$ cat src/rtl/dbc_pkg.sv
package dbc_pkg;
  typedef enum logic [3:0] {
    OP_PLAIN = 4'd0,
    OP_BT    = 4'd1,
    OP_BF    = 4'd2,
    OP_BRA   = 4'd3,
    OP_BRAR  = 4'd4,
    OP_CALL  = 4'd5,
    OP_CALLR = 4'd6,
    OP_CALLI = 4'd7,
    OP_JMP   = 4'd8,
    OP_RET   = 4'd9,
    OP_ERET  = 4'd10,
    OP_TRAP  = 4'd11,
    OP_ILL   = 4'd12,
    OP_SRW   = 4'd13
  } op_e;

  localparam int ECODE_W = 12;
  localparam logic [ECODE_W-1:0] EXC_TRAP = 12'h160;
  localparam logic [ECODE_W-1:0] EXC_ILL  = 12'h180;
  localparam logic [ECODE_W-1:0] EXC_SLOT = 12'h1A0;
endpackage

$ cat src/rtl/dbc_target.sv
module dbc_target
  import dbc_pkg::*;
#(
  parameter int XLEN = 32
) (
  input  logic [3:0]      op_i,
  input  logic [XLEN-1:0] disp_i,
  input  logic [XLEN-1:0] reg_i,
  input  logic [XLEN-1:0] pr_i,
  input  logic [XLEN-1:0] spc_i,
  input  logic            t_i,
  output logic            is_branch_o,
  output logic            taken_o,
  output logic            link_we_o,
  output logic [XLEN-1:0] target_o
);
  always_comb begin
    is_branch_o = 1'b1;
    taken_o     = 1'b1;
    link_we_o   = 1'b0;
    target_o    = disp_i;
    case (op_i)
      OP_BT:    taken_o = t_i;
      OP_BF:    taken_o = ~t_i;
      OP_BRA:   ;
      OP_BRAR:  target_o = disp_i + reg_i;
      OP_CALL:  link_we_o = 1'b1;
      OP_CALLR: begin link_we_o = 1'b1; target_o = disp_i + reg_i; end
      OP_CALLI: begin link_we_o = 1'b1; target_o = reg_i; end
      OP_JMP:   target_o = reg_i;
      OP_RET:   target_o = pr_i;
      OP_ERET:  target_o = spc_i;
      default: begin
        is_branch_o = 1'b0;
        taken_o     = 1'b0;
      end
    endcase
  end
endmodule

$ cat src/rtl/dbc_exc.sv
module dbc_exc
  import dbc_pkg::*;
#(
  parameter int IMM_W = 8
) (
  input  logic [3:0]         op_i,
  input  logic               in_slot_i,
  input  logic               is_branch_i,
  output logic               fire_o,
  output logic               tra_we_o,
  output logic [ECODE_W-1:0] code_o
);
  logic is_trap, is_ill;

  assign is_trap = (op_i == OP_TRAP);
  assign is_ill  = (op_i == OP_ILL) || (op_i > OP_SRW);

  always_comb begin
    fire_o   = 1'b0;
    tra_we_o = 1'b0;
    code_o   = '0;
    if (in_slot_i && (is_branch_i || is_trap || is_ill)) begin
      fire_o = 1'b1;
      code_o = EXC_SLOT;
    end else if (is_trap) begin
      fire_o   = 1'b1;
      tra_we_o = 1'b1;
      code_o   = EXC_TRAP;
    end else if (is_ill) begin
      fire_o = 1'b1;
      code_o = EXC_ILL;
    end
  end
endmodule

$ cat src/rtl/dbc_slot.sv
module dbc_slot #(
  parameter int XLEN = 32
) (
  input  logic            clk,
  input  logic            rst,
  input  logic            issue_i,
  input  logic            exc_i,
  input  logic            is_branch_i,
  input  logic            taken_i,
  input  logic [XLEN-1:0] target_i,
  output logic            pending_o,
  output logic            redirect_o,
  output logic [XLEN-1:0] redirect_pc_o
);
  logic            taken_q;
  logic [XLEN-1:0] target_q;

  always_ff @(posedge clk) begin
    if (rst) begin
      pending_o     <= 1'b0;
      taken_q       <= 1'b0;
      target_q      <= '0;
      redirect_o    <= 1'b0;
      redirect_pc_o <= '0;
    end else begin
      redirect_o <= 1'b0;
      if (issue_i) begin
        if (exc_i) begin
          pending_o <= 1'b0;
          taken_q   <= 1'b0;
        end else if (pending_o) begin
          pending_o     <= 1'b0;
          redirect_o    <= taken_q;
          redirect_pc_o <= target_q;
        end else if (is_branch_i) begin
          pending_o <= 1'b1;
          taken_q   <= taken_i;
          target_q  <= target_i;
        end
      end
    end
  end
endmodule

$ cat src/rtl/delay_branch_ctl.sv
module delay_branch_ctl
  import dbc_pkg::*;
#(
  parameter int          XLEN    = 32,
  parameter int          IMM_W   = 8,
  parameter logic [31:0] SR_MASK = 32'h700083F3
) (
  input  logic               clk,
  input  logic               rst,
  input  logic               issue_i,
  input  logic [3:0]         op_i,
  input  logic [XLEN-1:0]    disp_i,
  input  logic [XLEN-1:0]    reg_i,
  input  logic               t_i,
  input  logic [XLEN-1:0]    link_pc_i,
  input  logic [XLEN-1:0]    ssr_i,
  input  logic [XLEN-1:0]    spc_i,
  output logic               redirect_o,
  output logic [XLEN-1:0]    redirect_pc_o,
  output logic [XLEN-1:0]    pr_o,
  output logic [XLEN-1:0]    sr_o,
  output logic               exc_valid_o,
  output logic [ECODE_W-1:0] exc_code_o,
  output logic [XLEN-1:0]    tra_o
);
  localparam int TRA_PAD = XLEN - IMM_W - 2;
  localparam logic [XLEN-1:0] SR_KEEP = XLEN'(SR_MASK);

  logic               is_branch, taken, link_we, pending;
  logic               exc_fire, tra_we;
  logic [XLEN-1:0]    target;
  logic [ECODE_W-1:0] exc_code;
  logic               commit;

  dbc_target #(.XLEN(XLEN)) u_tgt (
    .op_i(op_i), .disp_i(disp_i), .reg_i(reg_i), .pr_i(pr_o),
    .spc_i(spc_i), .t_i(t_i), .is_branch_o(is_branch), .taken_o(taken),
    .link_we_o(link_we), .target_o(target)
  );

  dbc_exc #(.IMM_W(IMM_W)) u_exc (
    .op_i(op_i), .in_slot_i(pending), .is_branch_i(is_branch),
    .fire_o(exc_fire), .tra_we_o(tra_we), .code_o(exc_code)
  );

  dbc_slot #(.XLEN(XLEN)) u_slot (
    .clk(clk), .rst(rst), .issue_i(issue_i), .exc_i(exc_fire),
    .is_branch_i(is_branch), .taken_i(taken), .target_i(target),
    .pending_o(pending), .redirect_o(redirect_o), .redirect_pc_o(redirect_pc_o)
  );

  assign commit = issue_i & ~exc_fire;

  always_ff @(posedge clk) begin
    if (rst) begin
      pr_o        <= '0;
      sr_o        <= '0;
      tra_o       <= '0;
      exc_valid_o <= 1'b0;
      exc_code_o  <= '0;
    end else begin
      exc_valid_o <= issue_i & exc_fire;
      if (issue_i && exc_fire) exc_code_o <= exc_code;
      if (issue_i && tra_we) tra_o <= {{TRA_PAD{1'b0}}, disp_i[IMM_W-1:0], 2'b00};
      if (commit && link_we) pr_o <= link_pc_i;
      if (commit && op_i == OP_SRW) sr_o <= reg_i & SR_KEEP;
      else if (commit && op_i == OP_ERET) sr_o <= ssr_i;
    end
  end
endmodule

$ cat config.mk
export PLATFORM = sky130hd
export DESIGN_NAME = delay_branch_ctl
export DESIGN_NICKNAME = d
export VERILOG_FILES = /design/src/rtl/dbc_pkg.sv /design/src/rtl/dbc_target.sv /design/src/rtl/dbc_exc.sv /design/src/rtl/dbc_slot.sv /design/src/rtl/delay_branch_ctl.sv
export SDC_FILE = /design/constraint.sdc
export NUM_CORES = 1
export LEC_CHECK = 0
export BUFFER_PORTS_ARGS = -buffer_cell sky130_fd_sc_hd__buf_2
export CAP_MARGIN = 25
export CORE_MARGIN = 4
export CORE_UTILIZATION = 56
export CTS_BUF_LIST = sky130_fd_sc_hd__clkbuf_4
export DETAILED_ROUTE_END_ITERATION = 12
export PLACE_DENSITY = 0.95
export SLEW_MARGIN = 20
export SYNTH_ARGS = -nofsm -noshare
export SYNTH_HDL_FRONTEND = slang
export SYNTH_HIERARCHICAL = 1
export SYNTH_SLANG_ARGS = --single-unit
$ cat constraint.sdc
create_clock -name clk -period 5.34 [get_ports clk]
set_input_delay 0.534 -clock clk [delete_from_list [all_inputs] [get_ports clk]]
set_output_delay 0.534 -clock clk [all_outputs]
set_load 0.05 [all_outputs]
==> load_flow_metrics.sql <==
INSERT INTO impl_metrics (metric_group, metric, value, unit) VALUES
('yosys', 'netlist.top_cell.by_area', 'sky130_fd_sc_hd__dfxtp_1', ''),
('die', 'rows', '44', ''),
('yosys', 'netlist.area_leader.share', '0.356', ''),
('sta', 'timing.max_slew.rel_slack', '0.312', ''),
('placement', 'post-place-cells', '1499', ''),
('routing', 'dr.pass1.iters', '8', ''),
('worst_setup_path', 'cp-start-kind', 'primary input', ''),
('clock_tree', 'cts_buffer_depth', '2', ''),
('die', 'pin_count', '310', ''),
('sta', 'fin_crit_sh', '0.523', ''),
('worst_setup_path', 'critical_path.max_fanout', '27', ''),
('worst_setup_path', 'crit_path_frequent_cell', 'sky130_fd_sc_hd__a21oi_1', ''),
('global_route', 'track_usage', '0.312', ''),
('clock_tree', 'hold_fix_buffers_at_cts', '0', ''),
('min_path', 'worstHoldPathCells', '3', ''),
('final_layout', 'drive_gt1_frac', '0.274', ''),
('final_layout', 'final-instance-count-excl-fill', '1537', ''),
('yosys', 'synth_seq_cells', '152', ''),
('yosys', 'synth_enable_flop_cells', '0', ''),
('clock_tree', 'clock_tree_from_tritoncts', 'built', ''),
('die', 'dieWidth', '132', 'microns'),
('die', 'initial_utilization', '0.580', ''),
('worst_setup_path', 'worst-endpoint-required', '5810', 'ps'),
('run_status', 'result_of_the_run', 'finished, final reports clean', ''),
('sta', 'post-route-min-period', '2790', 'ps'),
('final_layout', 'number_of_nets_in_the_layout', '1534', ''),
('global_route', 'antenna_violations_before_repair', '6', ''),
('clock_tree', 'clock_sinks', '152', ''),
('final_layout', 'final_cell_area', '10100', 'sq um'),
('routing', 'post_drt_wl_per_cell', '18.6', 'microns'),
('routing', 'drtIter0Drc', '1114', ''),
('pwr', 'p_int', '1.71', 'mW'),
('clock_tree', 'clock_insertion_delay_worst_skew', '580', 'ps'),
('pwr', 'p_sw_frac', '0.339', ''),
('worst_setup_path', 'timing.rr.end', 'sr_o[12]', ''),
('yosys', 'postSynthAreaPerCell', '7.79', 'sq um'),
('die', 'core_box_area', '14800', 'sq um'),
('sta', 'rsz0062_at_grt', 'false', ''),
('worst_setup_path', 'crit_path_max_incr_delay', '760', 'ps'),
('worst_setup_path', 'critPathCapture', 'sr_o[12]', ''),
('die', 'dieHeight', '132', 'microns'),
('worst_setup_path', 'path_class', 'in -> reg', ''),
('clock_tree', 'cts-buffers-inserted', '17', ''),
('routing', 'route.antenna.remaining_nets', '0', ''),
('placement', 'buffer_ports.inserted', '285', ''),
('min_path', 'worstHoldStart', 'link_pc_i[15]', ''),
('routing', 'vias_per_cell', '5.97', ''),
('final_layout', 'area_delta_synth_final', '18.1', '%'),
('die', 'fp.dieArea', '17300', 'sq um'),
('yosys', 'synth_area_leaders', 'sky130_fd_sc_hd__dfxtp_1, sky130_fd_sc_hd__nand2_1, sky130_fd_sc_hd__a21oi_1', ''),
('pwr', 'vdd_ir_drop_max', '0.216', 'mV'),
('sta', 'maxClockFrequency', '358', 'MHz'),
('worst_setup_path', 'worstPathArrival', '3270', 'ps'),
('yosys', 'synthCells', '1099', ''),
('yosys', 'syn_area', '8560', 'sq um'),
('sta', 'skew', '16.3', 'ps'),
('placement', 'place_congestion', '0.981', ''),
('global_route', 'grt-busiest-layer', 'met2', ''),
('sta', 'actual_transition_at_the_worst_max_transition_pin', '1030', 'ps'),
('worst_setup_path', 'type_of_element_capturing_the_critical_path', 'flip-flop', ''),
('clock_tree', 'post_cts.repair.setup_buffers', '0', ''),
('yosys', 'synth_most_common_cell', 'sky130_fd_sc_hd__nand2_1', ''),
('worst_setup_path', 'path_cells', 'buf_2, a21oi_1, nor2b_1, a21oi_1, nand2_1, nand2_1, nand3b_1, buf_4, o21ai_1, buf_4, a21oi_1', ''),
('global_route', 'grtUsageMet1', '0.412', ''),
('sta', 'final.setup.tns', '0', 'ps'),
('pwr', 'power-per-cell-area', '256', 'nW/um^2'),
('clock_tree', 'cts_max_level', '4', ''),
('pwr', 'pwr-share-comb', '0.243', ''),
('clock_tree', 'clk_transition_reported_paths', '140', 'ps'),
('global_route', 'globalRoute.totalOverflow', '0', ''),
('sta', 'timing.final.hold_violations', '0', '');
registers in the layout (all words and copies together) (netlist names):
name                  flops
u_slot/target_q          32
u_slot/taken_q            1
u_slot/redirect_pc_o     32
u_slot/pending_o          1
u_slot/redirect_o         1
sr_o                     32
pr_o                     32
exc_valid_o               1
tra_o                     8
exc_code_o               12
cell usage in the layout, fill, tap and decap left out, drive strengths merged, types with 5 or more instances in the layout:
cell type	instances
a211oi	10
nand2	279
nand3	40
inv	23
buf	300
o211ai	28
a22oi	5
clkinv	5
conb	32
a21oi	174
o31ai	9
nor3	14
nor2	17
clkbuf	18
o21ai	48
a222oi	30
nor2b	8
diode	6
xnor2	14
ha	31
dfxtp	152
xor2	14
a21o	18
nor3b	5
nand2b	7
nand3b	7
logic make-up (layout without fill, tap and decap cells):
| group | after synthesis | in the layout | synth area share |
|---|---|---|---|
| mux | 2 | 2 | 0.00234 |
| fa+ha+maj | 32 | 32 | 0.0477 |
| xor+xnor | 28 | 28 | 0.0287 |
| compound gates | 350 | 350 | 0.273 |
| simple gates | 398 | 398 | 0.205 |
| buf+inv | 135 | 353 | 0.0874 |
| other cells | 2 | 38 | 0.000877 |
| flops | 152 | 152 | 0.356 |
how the worst min path moves through the flow:
stage,to
after CTS,pr_o[15]
after floorplan,u_slot/redirect_pc_o[0]
after global placement,u_slot/redirect_pc_o[19]
final,pr_o[15]
after detailed placement,u_slot/redirect_pc_o[14]
after global routing,pr_o[20]
worst max-delay path, delay by kind of cell:
| kind | cells | cell delay [ps] |
|---|---|---|
| AND/OR/NAND/NOR | 4 | 1270 |
| AO/OA/AOI/OAI | 4 | 420 |
| buffers and inverters | 3 | 1020 |
power groups by stage:
stage	Sequential, mW	Combinational (mW)	Clock [mW]
after floorplan	1.27	0.411	0
after global placement	1.21	0.603	0
after detailed placement	1.22	0.613	0
after CTS	1.19	0.617	0.779
after global routing	1.20	0.676	0.827
final	1.19	0.630	0.772
per-stage QoR:
stage	worst slack [ps]	hold WS (ps)	total power, mW	utilization
floorplan	2540	432	1.68	-
global placement	2190	438	1.82	0.663
detailed placement	2050	446	1.83	0.664
CTS	2620	151	2.59	0.684
global route	2370	145	2.70	0.685
finish	2550	177	2.59	0.685
per-layer routing:
layer	up-vias	share of wire
li1	4303	-
met1	4254	0.40
met2	552	0.46
met3	73	0.11
met4	0	0.028
met5	-	0
layout make-up:
type / count / area [sq um]
Fill cell: 1205 / 4640
Multi-Input combinational cell: 842 / 4900
Sequential cell: 152 / 3040
Inverter: 21 / 78.8
Tap cell: 184 / 230
Clock inverter: 14 / 173
Clock buffer: 18 / 135
Antenna cell: 6 / 15.0
Timing Repair Buffer: 300 / 1540
No activity file was read; power rests on OpenSTA's default activity.
